File: config.mk
export PLATFORM = sky130hd
export DESIGN_NAME = adc_frame_serializer
export DESIGN_NICKNAME = d
export VERILOG_FILES = /design/src/rtl/afs_pkg.sv /design/src/rtl/afs_cfg_regs.sv /design/src/rtl/afs_frame_build.sv /design/src/rtl/afs_shifter.sv /design/src/rtl/adc_frame_serializer.sv
export SDC_FILE = /design/constraint.sdc
export NUM_CORES = 1
export LEC_CHECK = 0
export ABC_CLOCK_PERIOD_IN_PS = 5800
export CORE_MARGIN = 2
export CORE_UTILIZATION = 60
export DETAILED_ROUTE_END_ITERATION = 10
export PLACE_DENSITY = 0.81
export SYNTH_ARGS = -nofsm -noshare
export SYNTH_HDL_FRONTEND = slang
export SYNTH_HIERARCHICAL = 1
export SYNTH_SLANG_ARGS = --single-unit
File: constraint.sdc
create_clock -name clk -period 5.8 [get_ports clk]
set_clock_uncertainty 0.15 [all_clocks]
set_input_delay 1.45 -clock clk [delete_from_list [all_inputs] [get_ports clk]]
set_output_delay 1.45 -clock clk [all_outputs]
set_load 0.02 [all_outputs]
File: src/rtl/afs_pkg.sv
package afs_pkg;
  // extra bits beyond the data word: dev addr 4, supply 2, input 2, range 4, parity 2
  localparam int EXTRA_W = 14;
  localparam logic [31:0] CFG_MASK = 32'h0000_7D0F;

  typedef struct packed {
    logic       dev_inc;
    logic [1:0] sup_sel;
    logic [1:0] in_sel;
    logic       rng_inc;
    logic       par_en;
    logic [2:0] dsel;
  } cfg_t;
endpackage

File: src/rtl/afs_cfg_regs.sv
module afs_cfg_regs
  import afs_pkg::*;
#(
  parameter int              AW        = 8,
  parameter logic [AW-1:0]   BASE_ADDR = 8'h10
) (
  input  logic          clk,
  input  logic          rst,
  input  logic          we,
  input  logic [AW-1:0] addr,
  input  logic [7:0]    wdata,
  output logic [7:0]    rdata,
  output cfg_t          cfg
);
  localparam int NLANE = 4;

  logic [31:0] cfg_q;
  logic        hit;
  logic [1:0]  lane;

  assign hit  = (addr >= BASE_ADDR) && (addr < BASE_ADDR + AW'(NLANE));
  assign lane = addr[1:0] - BASE_ADDR[1:0];

  always_ff @(posedge clk) begin
    if (rst) begin
      cfg_q <= '0;
      rdata <= '0;
    end else begin
      for (int g = 0; g < NLANE; g++) begin
        if (we && hit && (lane == 2'(g)))
          cfg_q[8*g +: 8] <= wdata & CFG_MASK[8*g +: 8];
      end
      rdata <= hit ? cfg_q[8*lane +: 8] : 8'h00;
    end
  end

  assign cfg.dev_inc = cfg_q[14];
  assign cfg.sup_sel = cfg_q[13:12];
  assign cfg.in_sel  = cfg_q[11:10];
  assign cfg.rng_inc = cfg_q[8];
  assign cfg.par_en  = cfg_q[3];
  assign cfg.dsel    = cfg_q[2:0];

  AST_TOP_BYTE_ZERO: assert property (@(posedge clk) disable iff (rst)
    (addr == BASE_ADDR + AW'(3)) |=> (rdata == 8'h00));
  AST_UNMAPPED_ZERO: assert property (@(posedge clk) disable iff (rst)
    !hit |=> (rdata == 8'h00));
endmodule

File: src/rtl/afs_frame_build.sv
module afs_frame_build
  import afs_pkg::*;
#(
  parameter int DW   = 18,
  parameter int MAXW = DW + afs_pkg::EXTRA_W,
  parameter int LW   = $clog2(MAXW + 1)
) (
  input  logic            clk,
  input  logic            rst,
  input  cfg_t            cfg,
  input  logic [DW-1:0]   conv,
  input  logic [3:0]      dev,
  input  logic            sup_hi,
  input  logic            sup_lo,
  input  logic            in_hi,
  input  logic            in_lo,
  input  logic [3:0]      rng,
  output logic [MAXW-1:0] frame,
  output logic [LW-1:0]   len
);
  logic [DW-1:0]   word;
  logic [MAXW-1:0] acc;
  logic            dpar;
  logic            fpar;

  // data word selection, patterns counted from the MSB
  always_comb begin
    for (int j = 0; j < DW; j++) begin
      if (!cfg.dsel[2]) begin
        word[j] = conv[j];
      end else begin
        case (cfg.dsel[1:0])
          2'b00:   word[j] = 1'b0;
          2'b01:   word[j] = 1'b1;
          2'b10:   word[j] = (((DW - 1 - j) % 2) == 0);
          default: word[j] = ((((DW - 1 - j) / 2) % 2) == 0);
        endcase
      end
    end
  end

  // append fields at the LSB end, then left-align
  always_comb begin
    acc  = MAXW'(word);
    len  = LW'(DW);
    dpar = ^word;
    fpar = ^word;
    if (cfg.dev_inc) begin
      acc  = {acc[MAXW-5:0], dev};
      len  = len + LW'(4);
      fpar = fpar ^ (^dev);
    end
    if (cfg.sup_sel[0]) begin
      acc  = {acc[MAXW-2:0], sup_hi};
      len  = len + LW'(1);
      fpar = fpar ^ sup_hi;
    end
    if (cfg.sup_sel[1]) begin
      acc  = {acc[MAXW-2:0], sup_lo};
      len  = len + LW'(1);
      fpar = fpar ^ sup_lo;
    end
    if (cfg.in_sel[0]) begin
      acc  = {acc[MAXW-2:0], in_hi};
      len  = len + LW'(1);
      fpar = fpar ^ in_hi;
    end
    if (cfg.in_sel[1]) begin
      acc  = {acc[MAXW-2:0], in_lo};
      len  = len + LW'(1);
      fpar = fpar ^ in_lo;
    end
    if (cfg.rng_inc) begin
      acc  = {acc[MAXW-5:0], rng};
      len  = len + LW'(4);
      fpar = fpar ^ (^rng);
    end
    if (cfg.par_en) begin
      acc  = {acc[MAXW-3:0], dpar, fpar};
      len  = len + LW'(2);
    end
    frame = acc << (LW'(MAXW) - len);
  end

  AST_LEN_BOUNDS: assert property (@(posedge clk) disable iff (rst)
    (len >= LW'(DW)) && (len <= LW'(MAXW)));
  AST_PAR_ADDS_TWO: assert property (@(posedge clk) disable iff (rst)
    cfg.par_en |-> (len >= LW'(DW + 2)));
endmodule

File: src/rtl/afs_shifter.sv
module afs_shifter #(
  parameter int MAXW = 32,
  parameter int LW   = $clog2(MAXW + 1)
) (
  input  logic            clk,
  input  logic            rst,
  input  logic            load,
  input  logic [MAXW-1:0] load_frame,
  input  logic [LW-1:0]   load_len,
  input  logic            tick,
  output logic            sdo,
  output logic            busy,
  output logic            done
);
  logic [MAXW-1:0] sh;
  logic [LW-1:0]   cnt;

  always_ff @(posedge clk) begin
    if (rst) begin
      sh   <= '0;
      cnt  <= '0;
      sdo  <= 1'b0;
      busy <= 1'b0;
      done <= 1'b0;
    end else begin
      done <= 1'b0;
      if (!busy && load) begin
        sdo  <= load_frame[MAXW-1];
        sh   <= load_frame << 1;
        cnt  <= load_len;
        busy <= 1'b1;
      end else if (busy && tick) begin
        if (cnt == LW'(1)) begin
          sdo  <= 1'b0;
          busy <= 1'b0;
          done <= 1'b1;
          cnt  <= '0;
        end else begin
          sdo <= sh[MAXW-1];
          sh  <= sh << 1;
          cnt <= cnt - LW'(1);
        end
      end
    end
  end

  AST_DONE_PULSE: assert property (@(posedge clk) disable iff (rst)
    done |=> !done);
  AST_DONE_AT_END: assert property (@(posedge clk) disable iff (rst)
    $fell(busy) |-> done);
  AST_IDLE_LOW: assert property (@(posedge clk) disable iff (rst)
    !busy |-> !sdo);
  AST_HOLD_NO_TICK: assert property (@(posedge clk) disable iff (rst)
    (busy && !tick) |=> (busy && $stable(cnt) && $stable(sdo)));
endmodule

File: src/rtl/adc_frame_serializer.sv
module adc_frame_serializer
  import afs_pkg::*;
#(
  parameter int DATA_W = 18
) (
  input  logic              clk,
  input  logic              rst,
  input  logic              reg_we,
  input  logic [7:0]        reg_addr,
  input  logic [7:0]        reg_wdata,
  output logic [7:0]        reg_rdata,
  input  logic [DATA_W-1:0] conv_data,
  input  logic [3:0]        dev_addr,
  input  logic              sup_hi,
  input  logic              sup_lo,
  input  logic              in_hi,
  input  logic              in_lo,
  input  logic [3:0]        range_code,
  input  logic              frame_start,
  input  logic              shift_tick,
  output logic              sdo,
  output logic              frame_busy,
  output logic              frame_done
);
  localparam int MAXW = DATA_W + EXTRA_W;
  localparam int LW   = $clog2(MAXW + 1);

  cfg_t            cfg;
  logic [MAXW-1:0] frame;
  logic [LW-1:0]   len;

  afs_cfg_regs #(.AW(8), .BASE_ADDR(8'h10)) u_regs (
    .clk(clk), .rst(rst), .we(reg_we), .addr(reg_addr),
    .wdata(reg_wdata), .rdata(reg_rdata), .cfg(cfg)
  );

  afs_frame_build #(.DW(DATA_W), .MAXW(MAXW), .LW(LW)) u_build (
    .clk(clk), .rst(rst), .cfg(cfg), .conv(conv_data), .dev(dev_addr),
    .sup_hi(sup_hi), .sup_lo(sup_lo), .in_hi(in_hi), .in_lo(in_lo),
    .rng(range_code), .frame(frame), .len(len)
  );

  afs_shifter #(.MAXW(MAXW), .LW(LW)) u_shift (
    .clk(clk), .rst(rst), .load(frame_start), .load_frame(frame),
    .load_len(len), .tick(shift_tick), .sdo(sdo), .busy(frame_busy),
    .done(frame_done)
  );

  AST_START_RAISES_BUSY: assert property (@(posedge clk) disable iff (rst)
    (frame_start && !frame_busy) |=> frame_busy);
endmodule

After elaboration in Yosys (flattened, before gate mapping)
Index checks and enable logic that the tools add are counted.

Input bits: 51. Logic and storage cells: 108. Output and inout bits: 11. Register bits after elaboration: 58.

Add/sub/neg operators: 8. Reduce and logical (&&, ||, !) cells: 20. Shifts and indexed selects: 2. Order comparisons: 2. Bitwise logic cells: 8. Equal/unequal tests: 5. Muxes and demuxes: 55.

Operators with widths (count): 32-bit two-way mux (4); 6-bit two-way mux (9); 1-bit two-way mux (35); 32-bit by 6-bit variable part select with 8-bit output (1); 32-bit by 6-bit left shift with 32-bit output (1); 30-bit two-way mux (1); 26-bit two-way mux (1); 25-bit two-way mux (1); 24-bit two-way mux (1); 23-bit two-way mux (1); 22-bit two-way mux (1); 6-bit by 1-bit adder with 6-bit output, second input constant (3); 18-bit parity (1); 8-bit by 5-bit >= comparator with 1-bit output, second input constant (1); 8-bit by 5-bit < comparator with 1-bit output, second input constant (1); 4-bit parity (2); 5-bit by 1-bit adder with 6-bit output, second input constant (1); 6-bit by 2-bit adder with 6-bit output, second input constant (1); 6-bit by 3-bit adder with 6-bit output, second input constant (1); 6-bit by 1-bit == test with 1-bit output, second input constant (1); 1-bit logical AND (6); 2-bit OR reduction (3); 6-bit by 1-bit subtractor with 6-bit output, second input constant (1); 6-bit subtractor, first input constant (1); 11 further kinds (21).

Logic depth before layout (Yosys ltp)
Gate-level depths: netlist (run 1).

Depth in word-level cells: 20. Gate-level depth with buffers: 24. Mapped depth without buffers: 21.

Cells and area by module
Netlist (run 1), hierarchy kept.

By module, submodules not included: afs_frame_build (instances 1, cells an instance 987, sequential area each 0.0 um2, area each 6824.0 um2); afs_shifter (instances 1, cells an instance 212, sequential area each 800.8 um2, area each 2114.5 um2); afs_cfg_regs (instances 1, cells an instance 66, sequential area each 340.3 um2, area each 708.2 um2).

Worst setup path before layout (run 1)
No wires, ideal clock.

Path type: register to register. Start point: reg u_regs.cfg_q[12]. End point: reg u_shift.sh[30]. Cell stages (with the launch flop): 23. Arrival time: 4.720 ns. Path buffers: 8. Period minus slack after synthesis: 5.007 ns. Required time: 5.513 ns. Library setup time: 0.137 ns. Slack: 0.793 ns. Cells stage by stage: dfxtp_1 -> inv_1 -> buf_4 -> buf_2 -> ha_1 -> xor2_2 -> xnor2_2 -> inv_1 -> buf_2 -> buf_1 -> ha_1 -> inv_1 -> o31ai_1 -> or2_1 -> buf_2 -> buf_2 -> clkbuf_1 -> clkbuf_1 -> nand3_1 -> o211a_1 -> o21a_1 -> o21bai_1 -> a221oi_2.

Cells in the longest elaborated chain, start to end: 14. Elaborated cells on any way between the ends: 29. Classes of those cells: add/sub: 6; shift: 1; mux: 18; bitwise: 4.

Ends and longest elaborated chain: start, declared (line afs_cfg_regs.sv:17) `logic [31:0] cfg_q;`; start signal, assigned by index (line afs_cfg_regs.sv:31) `cfg_q[8*g +: 8] <= wdata & CFG_MASK[8*g +: 8];`; 6-bit two-way mux (line afs_frame_build.sv:53) `if (cfg.sup_sel[0]) begin`; 6-bit by 1-bit adder with 6-bit output (line afs_frame_build.sv:60) `len = len + LW'(1);`; 6-bit two-way mux (line afs_frame_build.sv:58) `if (cfg.sup_sel[1]) begin`; 6-bit by 1-bit adder with 6-bit output (line afs_frame_build.sv:65) `len = len + LW'(1);`; 6-bit two-way mux (line afs_frame_build.sv:63) `if (cfg.in_sel[0]) begin`; 6-bit by 1-bit adder with 6-bit output (line afs_frame_build.sv:70) `len = len + LW'(1);`; 6-bit two-way mux (line afs_frame_build.sv:68) `if (cfg.in_sel[1]) begin`; 6-bit by 3-bit adder with 6-bit output (line afs_frame_build.sv:75) `len = len + LW'(4);`; 6-bit two-way mux (line afs_frame_build.sv:73) `if (cfg.rng_inc) begin`; 6-bit by 2-bit adder with 6-bit output (line afs_frame_build.sv:80) `len = len + LW'(2);`; 6-bit two-way mux (line afs_frame_build.sv:78) `if (cfg.par_en) begin`; 6-bit subtractor (line afs_frame_build.sv:82) `frame = acc << (LW'(MAXW) - len);`; 32-bit by 6-bit left shift with 32-bit output (*) (line afs_frame_build.sv:82); net frame[29] (line adc_frame_serializer.sv:29) `logic [MAXW-1:0] frame;`; 32-bit two-way mux (*) (line afs_shifter.sv:27) `if (!busy && load) begin`; end signal, assigned (line afs_shifter.sv:29) `sh <= load_frame << 1;`; end signal, assigned (line afs_shifter.sv:40) `sh <= sh << 1;`; end, declared (line afs_shifter.sv:15) `logic [MAXW-1:0] sh;`.

The timed path passes the listed nets; every way through them passes the cells marked *. A chain may end at the register's enable or synchronous reset.

Final worst setup path (run 1)
Start point: in conv_data[0]. End point: reg u_shift.sdo.

Cells in the longest elaborated chain, start to end: 17. Elaborated cells on any way between the ends: 23. Classes of those cells: shift: 1; mux: 15; bitwise: 6; reduce/logical: 1.

Ends and longest elaborated chain: start, declared (line adc_frame_serializer.sv:12) `input logic [DATA_W-1:0] conv_data,`; 1-bit two-way mux (*) (line afs_frame_build.sv:29) `if (!cfg.dsel[2]) begin`; 18-bit parity (line afs_frame_build.sv:46, afs_frame_build.sv:47); 1-bit bitwise XOR (line afs_frame_build.sv:51) `fpar = fpar ^ (^dev);`; 1-bit two-way mux (line afs_frame_build.sv:48) `if (cfg.dev_inc) begin`; 1-bit bitwise XOR (line afs_frame_build.sv:56) `fpar = fpar ^ sup_hi;`; 1-bit two-way mux (line afs_frame_build.sv:53); 1-bit bitwise XOR (line afs_frame_build.sv:61) `fpar = fpar ^ sup_lo;`; 1-bit two-way mux (line afs_frame_build.sv:58); [... 2 more ...]; 1-bit bitwise XOR (line afs_frame_build.sv:71) `fpar = fpar ^ in_lo;`; 1-bit two-way mux (line afs_frame_build.sv:68); 1-bit bitwise XOR (line afs_frame_build.sv:76) `fpar = fpar ^ (^rng);`; 1-bit two-way mux (line afs_frame_build.sv:73); 32-bit two-way mux (*) (line afs_frame_build.sv:78); 32-bit by 6-bit left shift with 32-bit output (*) (line afs_frame_build.sv:82); net frame[31] (line adc_frame_serializer.sv:29); 1-bit two-way mux (*) (line afs_shifter.sv:27); end signal, assigned (line afs_shifter.sv:28) `sdo <= load_frame[MAXW-1];`; end signal, assigned (line afs_shifter.sv:39) `sdo <= sh[MAXW-1];`; end, declared (line afs_shifter.sv:11) `output logic sdo,`.

Marks and branches as above.

==> results.md, run 1 <==
* Unrepaired setup endpoints after global routing: no
* Die W at 131 um
* Vias per cell at about 7.1
* Top cells by area, synth: dfxtp_1 (12%), mux2i_1 (6.7%), nor2_1 (5.2%)
* Latest clock arrival within the worst-skew pair at approximately 340 ps
* Fillers at 1352
* Synth area leader: dfxtp_1
* Share of the synthesized area in the top cell type at 11.8%
* Crit path launch type: input pin
* Final period util at a little over nine tenths
* GR Layer Usage met3 at 9.16%
* Starting density of the core at 60.9%
* Final Power at 1.38 mW
* Layout area overhead at 10.5%
* H-tree depth at 3
* Post-route minimum period at ~5600 ps
* Status: finished, final reports clean
* Worst path bufs/invs at 1
* # port buffers at 59
* Crit. End Element: flip-flop
* Sequential cell area fraction in the yosys report at between 10% and 20%
* Final hold vios at 0
* Number of iterations in the first detailed-routing pass at 5
* CTS tree: yes
* Register area at approximately 1100 sq um
* Gpl congestion at about 1.0
* Max Slew Vio Count at 0
* Peak VDD IR at roughly 0.17 mV
* Post-synth top cells: nor2_1 (134), nand2_1 (123), mux2i_1 (65), dfxtp_1 (57), a21oi_1 (52)
* GR peak layer: met2
* Num CTS Buffers at 9
* DR iter-0 viols at 1263
* Hold slack at approximately 320 ps
* Detailed Place HPWL at roughly 26000 um
* CP Data Required Time at between 5000 and 6000 ps
* Antenna-violating nets left at 0
* Main flop type after synthesis: dfxtp_1
* Dpl cells at 1490
* Multi-input gate area at approximately 8000 sq um
* Setup_tns at 0 ps
* Hold Path Class: reg -> reg
* Ant diodes at 0
* Number of synthesized flops with an enable pin at 0
* CP delay by family, top: compound AO/OA/AOI/OAI gates
* Syn_area_per_cell at 7.63 sq um
* Hold Buf Count CTS at 0
* Wire per inst at ~23 um
* Grt ovf at 0
* Root buffer cell: clkbuf_16
* Max-cap violations at 0
* CTS max path bufs at 2
* Worst setup slack after layout at 174 ps
* Vias in the first global route at roughly 9600
* Ys Warns at 6
* Most Frequent Cell on Critical Path: a211oi_1
* Clock Sinks at 57
* Worst-Margin Slew at a little over 1000 ps
* Max Clk Rate at about 0.18 GHz
* Async S/R FF share, synth at 0%
* Count leader, synth: nor2_1
* WS Path Type: in -> reg
* Finished Layout Cells at around 1500
* Pleak at 3.74 nW
* Row count at 46
* Synthesized cell area at approximately 9600 sq um
* Antenna violations before repair at 0
* Pin count of the biggest net entering global routing at 59
* M1 GR Usage at 52.9%
* Worst EP arrival at around 5700 ps
* DRC at 0
* Synth cell types at about 110
* Share of cells above drive strength 1 at roughly 16%
* Net count, final at approximately 1300
* Vias at 10700
* Detailed Route WL at between 30000 and 40000 um
* # setup viols final at 0
* Met2 Resource Use GR at a little over three fifths
* CP max-delay cell: o311ai_0
* Post-Syn Nets at 1329
* Worst path max stage delay at 870 ps
* Die area at about 17000 sq um
* I/O Pins at 62
* GRT Overall Usage at about two fifths
* Cell Chain, Critical Path: clkdlybuf4s50_1 -> nor2b_1 -> o311ai_0 -> nand3_1 -> o211ai_1 -> nor4b_2 -> mux4_2 -> mux2i_4 -> a211oi_1 -> mux2i_1 -> o221ai_1 -> o21ai_0 -> nor2_1 -> a211oi_1
* Post-Place Setup Slack at around 100 ps
* Global-route wire length before repair at 53800 um
* Synth Instances at between 1000 and 1500
* Power Dens Cells at roughly 130 nW/um^2
* DIE HEIGHT at 131 um
* Synthesized flop and latch total at 57
* Reg clk slew, reported paths at roughly 50 ps
* Rel. slew slack at 31.1%
* Crit Path Max Fanout at 4
* Core area at between 15000 and 20000 sq um
sequential cells by signal (all words and copies together) (netlist names):
name and cells:
u_regs/cfg_q 10, u_regs/rdata 7, u_shift/busy 1, u_shift/cnt 6, u_shift/done 1, u_shift/sdo 1
u_shift/sh 31
power breakdown:
group	leakage (nW)	internal (mW)	switching, mW
Sequential	0.471	0.418	0.0141
Clock	0.153	0.366	0.175
Combinational	3.12	0.181	0.225
final cells by class:
| type | instances | share of cell area [%] |
|---|---|---|
| Clock buffer | 14 | 2.57 |
| Clock inverter | 2 | 0.329 |
| Inverter | 27 | 0.950 |
| Multi-Input combinational cell | 1073 | 73.2 |
| Sequential cell | 57 | 10.8 |
| Tap cell | 216 | 2.53 |
| Timing Repair Buffer | 117 | 9.69 |
stage by stage:
| stage | utilization, % | cell area (sq um) |
|---|---|---|
| after floorplan | - | 9650 |
| after detailed placement | 65.3 | 10300 |
| after global routing | 67.4 | 10700 |
| after global placement | 65.3 | 10300 |
| final | 67.4 | 10700 |
| after CTS | 67.3 | 10600 |
per-layer routing:
metal | wire length (um) | share of wire (%) | vias up
met4 | 1730 | 5.0 | 0
met3 | 3130 | 9.1 | 117
met5 | 0 | 0 | -
met1 | 14000 | 40 | 5023
met2 | 15700 | 45 | 642
li1 | - | - | 4889
tightest hold or removal path, stage by stage, from the launching register on:
cell and delay (ps):
dfxtp_1 310, nand3_1 60, a21oi_1 50
path summary, 6_finish.rpt:
| path | slack, ps | from | cells past startpoint | endpoint |
|---|---|---|---|---|
| worst max-delay path | 170 | conv_data[0] | 14 | u_shift/sdo$_SDFFE_PP0P_ |
| worst min-delay path | 320 | u_shift/sh[1]$_SDFFE_PP0P_ | 2 | u_shift/sh[1]$_SDFFE_PP0P_ |
| worst max register to register | 390 | u_regs/cfg_q[13]$_SDFFE_PP0P_ | 20 | u_shift/sh[31]$_SDFFE_PP0P_ |
| worst min register to register | 320 | u_shift/sh[1]$_SDFFE_PP0P_ | 2 | u_shift/sh[1]$_SDFFE_PP0P_ |
cells in the final DEF, fill, tap and decap left out, types with 12 or more instances in the layout:
cell             count
a211oi_1            16
a21oi_1             52
a221oi_1            12
a221oi_2            30
a22oi_1             14
a31oi_1             16
buf_4               57
clkdlybuf4s50_1     58
dfxtp_1             51
ha_1                13
inv_1               23
mux2_2              20
mux2i_1             65
mux4_2              21
nand2_1            123
nand2b_1            35
nand3_1             36
nand4_1             14
nor2_1             132
nor2b_1             19
nor3_1              49
o211ai_1            27
o21ai_0             38
o21bai_1            31
o22ai_1             29
o31ai_1             13
o32ai_1             12
xnor2_1             27
xor2_1              12
cells by family (layout without fill, tap and decap cells):
logic type	after synthesis	count (layout)	synth area share (%)
compound gates	407	407	33.3
flops	57	57	11.8
other cells	1	1	0.0389
buf+inv	135	160	7.57
mux	111	111	14.9
fa+ha+maj	15	15	1.89
xor+xnor	49	49	5.38
simple gates	490	490	25.1
repair_timing:
item,in CTS,in global routing
setup endpoints to repair,0,10
resized for setup,0,4
buffers inserted,0,0
No activity file was read; power rests on OpenSTA's default activity.
==> run 2, diff against run 1 <==
--- a/config.mk
+++ b/config.mk
@@ -10,4 +10,5 @@
 export CORE_UTILIZATION = 60
 export DETAILED_ROUTE_END_ITERATION = 10
+export HOLD_SLACK_MARGIN = 0.06
 export PLACE_DENSITY = 0.81
 export SYNTH_ARGS = -nofsm -noshare
--- a/constraint.sdc
+++ b/constraint.sdc
@@ -3,3 +3,3 @@
 set_input_delay 1.45 -clock clk [delete_from_list [all_inputs] [get_ports clk]]
 set_output_delay 1.45 -clock clk [all_outputs]
-set_load 0.02 [all_outputs]
+set_load 0.01 [all_outputs]
==> results of run 2 <==
The final DEF is identical to that of run 1. Status: finished, final reports clean.
